## config.mk

```make
export PLATFORM = sky130hd
export DESIGN_NAME = mux_bus_ctrl
export DESIGN_NICKNAME = d
export VERILOG_FILES = /design/src/rtl/mux_bus_pkg.sv /design/src/rtl/mbc_phase_div.sv /design/src/rtl/mbc_upper_track.sv /design/src/rtl/mbc_seq.sv /design/src/rtl/mux_bus_ctrl.sv
export SDC_FILE = /design/constraint.sdc
export NUM_CORES = 1
export LEC_CHECK = 0
export BUFFER_PORTS_ARGS = -buffer_cell sky130_fd_sc_hd__clkbuf_2
export CORE_MARGIN = 4
export CORE_UTILIZATION = 55
export CTS_CLUSTER_SIZE = 14
export DETAILED_ROUTE_END_ITERATION = 16
export GPL_ROUTABILITY_DRIVEN = 1
export HOLD_SLACK_MARGIN = 0.02
export PLACE_DENSITY_LB_ADDON = 0.15
export SLEW_MARGIN = 20
export SYNTH_ARGS = -nofsm -noshare
export SYNTH_HDL_FRONTEND = slang
export SYNTH_SLANG_ARGS = --single-unit
```

## constraint.sdc

```tcl
create_clock -name clk -period 5.38 [get_ports clk]
set_input_delay 1.076 -clock clk [delete_from_list [all_inputs] [get_ports clk]]
set_output_delay 1.076 -clock clk [all_outputs]
set_load 0.01 [all_outputs]
```

## src/rtl/mux_bus_pkg.sv

```systemverilog
package mux_bus_pkg;

  localparam int ADDR_W = 32;
  localparam int BUS_W  = 16;
  localparam int UP_W   = ADDR_W - BUS_W;

  typedef enum logic [1:0] {
    SEQ_IDLE  = 2'd0,
    SEQ_LATCH = 2'd1,
    SEQ_DATA  = 2'd2
  } seq_state_t;

  typedef struct packed {
    logic              wr;
    logic [ADDR_W-1:0] addr;
    logic [BUS_W-1:0]  wdata;
  } bus_req_t;

  // upper half of an address, the part carried by the latch cycle
  function automatic logic [UP_W-1:0] upper_of(input logic [ADDR_W-1:0] a);
    return a[ADDR_W-1:BUS_W];
  endfunction

endpackage

```

## src/rtl/mbc_phase_div.sv

```systemverilog
// Core-clock phase counter inside one port cycle; held at zero when idle.
module mbc_phase_div #(
  parameter int DIV = 3,
  localparam int PW = (DIV > 1) ? $clog2(DIV) : 1
) (
  input  logic          clk,
  input  logic          rst_n,
  input  logic          run,
  output logic [PW-1:0] phase,
  output logic          last
);

  localparam logic [PW-1:0] LAST_PH = PW'(DIV - 1);

  assign last = run && (phase == LAST_PH);

  always_ff @(posedge clk or negedge rst_n) begin
    if (!rst_n) begin
      phase <= '0;
    end else if (!run || last) begin
      phase <= '0;
    end else begin
      phase <= phase + PW'(1);
    end
  end

endmodule

```

## src/rtl/mbc_upper_track.sv

```systemverilog
// Remembers the upper address last sent to the external latch.
module mbc_upper_track
  import mux_bus_pkg::*;
(
  input  logic            clk,
  input  logic            rst_n,
  input  logic            enable,
  input  logic            load,
  input  logic [UP_W-1:0] upper_in,
  output logic            valid,
  output logic [UP_W-1:0] upper_q,
  output logic            miss
);

  assign miss = !valid || (upper_in != upper_q);

  always_ff @(posedge clk or negedge rst_n) begin
    if (!rst_n) begin
      valid   <= 1'b0;
      upper_q <= '0;
    end else if (!enable) begin
      valid <= 1'b0;
    end else if (load) begin
      valid   <= 1'b1;
      upper_q <= upper_in;
    end
  end

endmodule

```

## src/rtl/mbc_seq.sv

```systemverilog
// Transaction sequencer: idle -> optional latch cycle -> data cycle.
module mbc_seq
  import mux_bus_pkg::*;
#(
  parameter int DIV      = 3,
  parameter int ALE_HIGH = 2,
  parameter int LEN_W    = 4,
  localparam int PW = (DIV > 1) ? $clog2(DIV) : 1
) (
  input  logic             clk,
  input  logic             rst_n,
  input  logic             enable,
  input  logic             req_valid,
  input  bus_req_t         req_in,
  input  logic [LEN_W-1:0] data_len,
  input  logic [BUS_W-1:0] ad_in,
  input  logic [PW-1:0]    phase,
  input  logic             phase_last,
  input  logic             upper_miss,
  output logic             req_ready,
  output logic             load_upper,
  output logic             busy,
  output logic             rsp_valid,
  output logic [BUS_W-1:0] rsp_rdata,
  output logic [BUS_W-1:0] ad_out,
  output logic             ad_oe,
  output logic             ale,
  output logic             rd_n,
  output logic             wr_n
);

  localparam logic [PW-1:0] ALE_LIM = PW'(ALE_HIGH);

  function automatic logic [LEN_W-1:0] eff_len(input logic [LEN_W-1:0] n);
    return (n == '0) ? LEN_W'(1) : n;
  endfunction

  seq_state_t       state;
  bus_req_t         req_q;
  logic [LEN_W-1:0] len_q;
  logic [LEN_W-1:0] beat_q;

  logic accept;
  logic latch_done;
  logic data_done;
  logic in_latch;
  logic in_data;

  assign in_latch   = (state == SEQ_LATCH);
  assign in_data    = (state == SEQ_DATA);
  assign busy       = (state != SEQ_IDLE);
  assign req_ready  = enable && !busy;
  assign accept     = req_valid && req_ready;
  assign load_upper = accept && upper_miss;
  assign latch_done = in_latch && phase_last;
  assign data_done  = in_data && phase_last && (beat_q == len_q - LEN_W'(1));

  always_ff @(posedge clk or negedge rst_n) begin
    if (!rst_n) begin
      state     <= SEQ_IDLE;
      req_q     <= '0;
      len_q     <= LEN_W'(1);
      beat_q    <= '0;
      rsp_valid <= 1'b0;
      rsp_rdata <= '0;
    end else begin
      rsp_valid <= 1'b0;
      unique case (state)
        SEQ_IDLE: begin
          if (accept) begin
            req_q  <= req_in;
            len_q  <= eff_len(data_len);
            beat_q <= '0;
            state  <= upper_miss ? SEQ_LATCH : SEQ_DATA;
          end
        end
        SEQ_LATCH: begin
          if (latch_done) state <= SEQ_DATA;
        end
        SEQ_DATA: begin
          if (data_done) begin
            state <= SEQ_IDLE;
            if (!req_q.wr) begin
              rsp_rdata <= ad_in;
              rsp_valid <= 1'b1;
            end
          end else if (phase_last) begin
            beat_q <= beat_q + LEN_W'(1);
          end
        end
        default: state <= SEQ_IDLE;
      endcase
    end
  end

  always_comb begin
    ale    = in_latch && (phase < ALE_LIM);
    rd_n   = !(in_data && !req_q.wr);
    wr_n   = !(in_data && req_q.wr);
    ad_oe  = in_latch || (in_data && req_q.wr);
    ad_out = '0;
    if (in_latch) ad_out = upper_of(req_q.addr);
    else if (in_data && req_q.wr) ad_out = req_q.wdata;
  end

endmodule

```

## src/rtl/mux_bus_ctrl.sv

```systemverilog
module mux_bus_ctrl
  import mux_bus_pkg::*;
#(
  parameter int DIV      = 3,
  parameter int ALE_HIGH = 2,
  parameter int LEN_W    = 4,
  localparam int PW = (DIV > 1) ? $clog2(DIV) : 1
) (
  input  logic              clk,
  input  logic              rst_n,
  input  logic              enable,
  input  logic [LEN_W-1:0]  data_len,
  input  logic              req_valid,
  input  logic              req_write,
  input  logic [ADDR_W-1:0] req_addr,
  input  logic [BUS_W-1:0]  req_wdata,
  output logic              req_ready,
  output logic              rsp_valid,
  output logic [BUS_W-1:0]  rsp_rdata,
  output logic [BUS_W-1:0]  ad_out,
  output logic              ad_oe,
  input  logic [BUS_W-1:0]  ad_in,
  output logic              ale,
  output logic              rd_n,
  output logic              wr_n
);

  bus_req_t        req_in;
  logic [PW-1:0]   phase;
  logic            phase_last;
  logic            seq_busy;
  logic            load_upper;
  logic            trk_valid;
  logic [UP_W-1:0] trk_upper;
  logic            upper_miss;

  assign req_in = '{wr: req_write, addr: req_addr, wdata: req_wdata};

  mbc_phase_div #(.DIV(DIV)) div_i (
    .clk   (clk),
    .rst_n (rst_n),
    .run   (seq_busy),
    .phase (phase),
    .last  (phase_last)
  );

  mbc_upper_track trk_i (
    .clk      (clk),
    .rst_n    (rst_n),
    .enable   (enable),
    .load     (load_upper),
    .upper_in (upper_of(req_addr)),
    .valid    (trk_valid),
    .upper_q  (trk_upper),
    .miss     (upper_miss)
  );

  mbc_seq #(.DIV(DIV), .ALE_HIGH(ALE_HIGH), .LEN_W(LEN_W)) seq_i (
    .clk        (clk),
    .rst_n      (rst_n),
    .enable     (enable),
    .req_valid  (req_valid),
    .req_in     (req_in),
    .data_len   (data_len),
    .ad_in      (ad_in),
    .phase      (phase),
    .phase_last (phase_last),
    .upper_miss (upper_miss),
    .req_ready  (req_ready),
    .load_upper (load_upper),
    .busy       (seq_busy),
    .rsp_valid  (rsp_valid),
    .rsp_rdata  (rsp_rdata),
    .ad_out     (ad_out),
    .ad_oe      (ad_oe),
    .ale        (ale),
    .rd_n       (rd_n),
    .wr_n       (wr_n)
  );

endmodule

```

After elaboration in Yosys (flattened, before gate mapping)
Cells that the tools add are included.
- register bits: 95
- $lt $le $gt $ge: 1
- reduce and logical (&&, ||, !) cells: 27
- muxes and demuxes: 18
- add/subtract/negate cells: 3
- equal/unequal tests: 11
- bitwise logic cells: 1
- operator list (kind ; number):
    16-bit 2-to-1 mux ; 2
    4-bit 2-to-1 mux ; 4
    16-bit != test ; 1
    1-bit logical AND ; 10
    2-bit 2-to-1 mux ; 5
    2-bit by 1-bit != test with 1-bit output (second input constant) ; 4
    4-bit one-hot mux with 2 select lines ; 1
    2-bit one-hot mux with 3 select lines ; 1
    3-bit AND reduction ; 2
    1-bit logical NOT ; 5
    1-bit 2-to-1 mux ; 5
    4-bit by 1-bit adder with 4-bit output (second input constant) ; 1
    2-bit equality test (second input constant) ; 2
    4-bit equality test ; 1
    4-bit logical NOT ; 1
    2-bit != test (second input constant) ; 2
    2-bit AND reduction ; 2
    4-bit AND reduction ; 1
    2-bit nonzero test ; 2
    4-bit by 1-bit subtractor with 4-bit output (second input constant) ; 1
    1-bit logical OR ; 3
    2-bit by 1-bit adder with 2-bit output (second input constant) ; 1
    2-bit by 1-bit equality test with 1-bit output (second input constant) ; 1
    2-bit logical NOT ; 1
    other kinds (2) ; 2

Longest topological paths before layout
Gate-level depths: netlist of the first run.
- depth in word-level cells: 7
- depth in mapped cells: 9

By module
A second synthesis of the first run with hierarchy kept.
- cells, all modules: 262
- area total of the unflattened synthesis: 3606.0 µm²
- by module, submodules not included (module ; cells an instance ; times used ; area each (µm²)):
    mbc_seq ; 197 ; 1 ; 2702.6
    mbc_upper_track ; 58 ; 1 ; 805.8
    mbc_phase_div ; 7 ; 1 ; 97.6

Worst setup path before layout of the first run
No wires, ideal clock.
- path type: flip-flop to output port
- start: register seq_i.state[0]
- end: output port ad_oe
- setup slack: 2.714 ns
- data arrival time: 1.590 ns
- required time: 4.304 ns
- cell stages (with the launch flop): 8
- cells stage by stage: dfrtp_1 -> and2b_1 -> buf_4 -> and2_1 -> clkbuf_1 -> clkbuf_1 -> inv_1 -> nand2_1
- cells in the longest elaborated chain, start to end: 3
- elaborated cells on any way between the ends: 4
- classes of those cells: eq/ne (2); reduce/logical (2)
- ends and longest elaborated chain (element ; line ; source):
    start: declaration ; mbc_seq.sv:38 ; seq_state_t state;
    start signal: assignment ; mbc_seq.sv:74 ; state <= upper_miss ? SEQ_LATCH : SEQ_DATA;
    2-bit equality test ; mbc_seq.sv:50 ; assign in_data = (state == SEQ_DATA);
    1-bit logical AND ; mbc_seq.sv:100 ; ad_oe = in_latch || (in_data && req_q.wr);
    1-bit logical OR (*) ; mbc_seq.sv:100 ;
    end: declaration ; mux_bus_ctrl.sv:21 ; output logic ad_oe,
Mark *: on every way between the ends. The rest lies on a longest branch, timed or not.

Final worst setup path of the first run
- start: register seq_i.state[0]
- end: output port ad_out[8]
- cells in the longest elaborated chain, start to end: 4
- elaborated cells on any way between the ends: 5
- classes of those cells: eq/ne (2); mux (2); reduce/logical (1)
- ends and longest elaborated chain (element ; line ; source):
    2-bit equality test ; mbc_seq.sv:50 ;
    1-bit logical AND ; mbc_seq.sv:103 ; else if (in_data && req_q.wr) ad_out = req_q.wdata;
    16-bit 2-to-1 mux ; mbc_seq.sv:103 ;
    16-bit 2-to-1 mux (*) ; mbc_seq.sv:102 ; if (in_latch) ad_out = upper_of(req_q.addr);
    end: declaration ; mux_bus_ctrl.sv:20 ; output logic [BUS_W-1:0] ad_out,
Marked as above.

==> results.cfg, run 1 <==
[routing]
routed_wl_mm = 7.377
postRouteAntennaNets = 0
vias = 2593
firstDrtPassIters = 4
wl_per_cell_um = 14.55
drc_errors = 0
viasPerCell = 5.114
drtIter0Drc = 96

[worst_hold_path]
whs_path_depth = 1
hold_path.class = reg2reg

[finish]
fillers = 492
area_delta_synth_final_pct = 21.93
final_nets = 503
diodes = 0
final_cell_mix = nand2_1, clkbuf_2, dfrtp_1, mux2_2, a22o_1
layout_commonest_cell = nand2_1
drive_above_1_share_pct = 33.33
final_util_pct = 70.83

[cts]
cts-htree-levels = 3
cts_resized = 0
cts_max_path_buffers = 2
root_buffer = clkbuf_8
numCtsBuffers = 9
clock_sinks = 79
postCtsSetupBuffers = 0
clk_latency_ns = 0.34
cts_tree = done
postCtsHoldBufs = 0
clkSlewWorstSetupHoldPaths_ns = 0.08

[worst_setup_path]
end_kind = primary output
cp_slowest_cell = and2_1
cp_top_family = simple AND/OR/NAND/NOR gates
required_ns = 4.30
critPathKind = reg2out
cp_max_fo = 17
crit_chain = and2b_1 -> and2_1 -> a22o_1 -> clkbuf_2
worst_r2r_path_depth = 7
crit_buf_inv = 1
cpPeakStageDelay_ns = 0.67
crit_cells = 4
critPathArrivalTime_ns = 2.17
critPathLaunchType = flip-flop

[floorplanning]
die-area_um2 = 7746
core_area_um2 = 6061
start_util_pct = 58.09
die_w_um = 88.01
num_rows = 28
die_y_um = 88.01
ioPinCount = 111

[run]
maxCapViolCount = 0

[synth]
synth_warnings = 0
avgSynthCellArea_um2 = 10.54
ys_ff_latch = 79
syn-instance-count = 334
synthArstFlopShare_pct = 100.0
synth_area_um2 = 3521
synth_edf_count = 0
syn_nets = 410
yosysSeqAreaShare_pct = 56.18
ys_types = 37
synth_flop_cell = dfrtp_1

[sta]
tns_ns = 0
slew-limit-headroom_pct = 43.32
maxSlewViolCount = 0
setup_violations = 0
hold_viol_final = 0
rsz0062_at_grt = false
fin_ws_ns = 2.129
fin_skew_ns = 0.006643
fmax_mhz = 307.6
finalCritPeriodShare_pct = 60.42
worst_slew_pin_slew_ns = 0.8502
finalCriticalPeriod_ns = 3.251
hold_ws_ns = 0.4435

[grt]
grt_pass1_wl_mm = 12.38
grt_max_degree = 80
grt_pass1_vias = 2752
antenna_found_initial = 0
overflow = 0
track_usage_pct = 20.79

[power]
powerDensity_nw_per_um2 = 499.1
peakVddDrop_mv = 0.2999
total_leakage_power_nw = 2.302

[placed_design]
place_congestion = 0.8100
place_ws_ns = 2.466
place.port_buffers = 94
hpwl_mm = 5.094

[status]
status = finished, final reports clean
-- flip-flops by register name, indices dropped and copies added (netlist names) --
signal,flops
trk_i.upper_q,16
seq_i.rsp_rdata,16
seq_i.len_q,4
seq_i.req_q,33
seq_i.rsp_valid,1
seq_i.beat_q,4
trk_i.valid,1
div_i.phase,2
seq_i.state,2
-- layout make-up --
cell class | count | area, um^2 | area share (%)
timing repair buffer | 99 | 530.5 | 12.36
tap | 75 | 93.84 | 2.186
multi-input combinational | 232 | 1436 | 33.46
clock buffer | 12 | 155.1 | 3.614
inverter | 6 | 22.52 | 0.5246
sequential | 79 | 1978 | 46.08
clock inverter | 4 | 76.32 | 1.778
-- worst paths after layout --
check | start | to | slack (ns)
hold / removal | div_i.phase[0] | div_i.phase[0] | 0.44
min in group asynchronous | rst_n | seq_i.len_q[3] | 0.66
setup / recovery | seq_i.state[0] | ad_out[8] | 2.13
hold reg to reg | div_i.phase[0] | div_i.phase[0] | 0.44
setup reg to reg | seq_i.len_q[0] | seq_i.rsp_rdata[8] | 2.82
max in group asynchronous | rst_n | trk_i.upper_q[14] | 4.15
-- cell families (layout without fill, tap and decap cells) --
| kind of cell | after synthesis | count (layout) | share of synthesized area, % |
|---|---|---|---|
| and+or+nand+nor | 149 | 149 | 17.52 |
| DFF | 79 | 79 | 56.18 |
| muxes | 29 | 29 | 10.20 |
| buffers and inverters | 23 | 121 | 3.021 |
| AOI/OAI and AO/OA | 29 | 29 | 6.539 |
| xor gates and xnor gates | 22 | 22 | 5.473 |
| adders and majority gates | 3 | 3 | 1.066 |
-- metal layers --
layer	up-vias	global-route usage (%)	share of wire, %
met1	1231	26.72	44
met5	-	0	0
li1	1286	-	-
met2	71	34.25	48
met3	5	5.080	6.6
met4	0	7.830	1.1
-- synth_stat cells (2+ instances only) --
cell,instances,area (um^2)
nand4_1,2,12.51
nor3_1,5,25.02
nand2_1,120,450.4
o21ai_0,3,15.01
a21o_1,2,15.01
and2_1,2,12.51
xnor2_1,15,131.4
a22o_1,16,140.1
and3_1,2,12.51
clkbuf_1,13,48.80
nand2b_1,3,18.77
mux2_2,19,214.0
nand3_1,5,25.02
a21oi_1,2,10.01
nor2_1,3,11.26
xor2_1,7,61.31
inv_1,6,22.52
nor2b_1,2,12.51
buf_6,2,22.52
mux2_4,9,135.1
ha_1,3,37.54
dfrtp_1,78,1952
-- power by group --
part	switching [W]	total (W)	internal [W]
sequential	0.000138	0.000950	0.000812
clock	0.000211	0.000500	0.000289
combinational	0.000367	0.000693	0.000326
-- worst reg2reg max path: stages (launching register included) --
cell and delay, ns:
dfstp_2 0.57, inv_1 0.06, ha_1 0.30, xor2_1 0.14, and4_1 0.20, nand3_1 0.09, or2_1 0.67, mux2_2 0.42
-- metrics by stage --
step / area [um^2] / power [W] / std cells
after floorplan: 3521 / 0.001423 / 334
after global placement: 4034 / 0.001625 / 490
after detailed placement: 4034 / 0.001658 / 490
after CTS: 4265 / 0.002166 / 506
after global routing: 4293 / 0.002315 / 507
final: 4293 / 0.002143 / 507
Note: power is estimated with default switching activity, not from simulation.
==> inputs of run 2 (changes only) <==
Settings changed: CORE_UTILIZATION 55 to 51.
Clock period 5.38 ns to 3.02 ns, I/O delays scaled along.
==> run 2 against run 1 <==
Die area grew 7.1%. Via count grew 1.2%. Power grew 81%. Utilization shrank 7.1 points. Flip-flop and latch count is the same. Clock power grew 90%. Register-to-register slack lost 2.1 ns. Combinational power grew 79%. Critical path depth grew 1. Critical path type unchanged. Critical endpoint is now ad_out[13]. Largest cell class unchanged. Largest power group unchanged.
==> results.cfg, run 2 (synthesis results as in run 1) <==
[status]
status = finished, final reports clean

[worst_setup_path]
end_kind = primary output
required_ns = 2.42
critPathLaunchType = flip-flop
critPathArrivalTime_ns = 1.87
critPathKind = reg2out
cp_max_fo = 17

[sta]
hold_viol_final = 0
fmax_mhz = 403.7
hold_ws_ns = 0.4164
fin_skew_ns = 0.008823
finalCriticalPeriod_ns = 2.477
rsz0062_at_grt = false
worst_slew_pin_slew_ns = 0.9709
slew-limit-headroom_pct = 35.27
setup_violations = 0
finalCritPeriodShare_pct = 82.02
maxSlewViolCount = 0
tns_ns = 0

[routing]
wl_per_cell_um = 14.26
drc_errors = 0
drtIter0Drc = 88
routed_wl_mm = 7.331
postRouteAntennaNets = 0
viasPerCell = 5.103
vias = 2623
firstDrtPassIters = 4

[power]
total_leakage_power_nw = 2.310
peakVddDrop_mv = 0.5006
powerDensity_nw_per_um2 = 900.2
finalPower_w = 0.003877

[worst_hold_path]
hold_path.class = in2async

[finish]
reg_top3 = seq_i.req_q: 33 flops, seq_i.rsp_rdata: 16 flops, trk_i.upper_q: 16 flops
final_cell_mix = nand2_1, clkbuf_2, dfrtp_1, mux2_2, a22o_1
final_nets = 505
area_delta_synth_final_pct = 22.32
stdcell_count = 514
layout_commonest_cell = nand2_1
largest_reg_flops = 33
drive_above_1_share_pct = 33.87
diodes = 0
fillers = 563
top_register = seq_i.req_q

[cts]
numCtsBuffers = 9
cts_resized = 0
cts-htree-levels = 3
cts_max_path_buffers = 2
root_buffer = clkbuf_8
postCtsSetupBuffers = 0
clkSlewWorstSetupHoldPaths_ns = 0.08
postCtsHoldBufs = 0
cts_tree = done
clock_sinks = 79
clk_latency_ns = 0.34

[floorplanning]
die-area_um2 = 8297
die_w_um = 91.09
start_util_pct = 52.11
num_rows = 30
ioPinCount = 111
die_y_um = 91.09
core_area_um2 = 6756

[placed_design]
place_congestion = 0.7633
hpwl_mm = 5.019
place.port_buffers = 94
dp_cells = 498

[grt]
grt_pass1_vias = 2737
overflow = 0
grt_pass1_wl_mm = 12.82
antenna_found_initial = 0
grt_max_degree = 80
track_usage_pct = 18.96

[run]
maxCapViolCount = 0
-- run 2: metal layers --
metal  vias to the layer above  track usage (%)  wire length (um)
met4                         0            6.407                90
met1                      1255            24.55              3335
met3                         9            3.977               415
met2                        71            31.70              3490
met5                         -                0                 0
li1                       1288                -                 -
-- run 2: worst max-delay path, stage by stage, from the launching register on --
cell,delay [ns]
dfrtp_1,0.42
and2b_1,0.36
and2_1,0.16
buf_4,0.25
a22o_1,0.20
clkbuf_2,0.14
-- run 2: area by class of cell --
type	instances	area (um^2)	share of cell area [%]
timing repair buffer	101	525.5	12.20
multi-input combinational	232	1436	33.35
tap	80	100.1	2.324
clock buffer	9	123.9	2.876
clock inverter	7	120.1	2.789
sequential	79	1978	45.93
inverter	6	22.52	0.5230
-- run 2: power by group --
group	internal [W]	leakage [nW]	switching [W]
Sequential	0.00145	0.971	0.000243
Clock	0.000552	0.120	0.000396
Combinational	0.000590	1.22	0.000650
Total	0.00259	2.31	0.00129
-- run 2: final timing paths --
path | from | to | slack, ns | cells past startpoint
worst min-delay path | rst_n | seq_i.rsp_rdata[5] | 0.42 | 1
worst max-delay path | seq_i.state[0] | ad_out[13] | 0.54 | 5
worst max register to register | seq_i.len_q[0] | seq_i.beat_q[2] | 0.75 | 7
max in group asynchronous | rst_n | seq_i.req_q[45] | 1.99 | 1
min in group clk | req_wdata[9] | seq_i.req_q[9] | 0.45 | 3
worst min register to register | div_i.phase[0] | div_i.phase[0] | 0.45 | 1
-- run 2: stage by stage --
step	util (%)	setup slack (ns)	cell area, um^2
global placement	60.13	0.6980	4063
global route	63.74	0.3952	4307
floorplan	-	0.8260	3521
finish	63.74	0.5430	4307
CTS	63.74	0.5183	4307
detailed placement	60.13	0.6635	4063
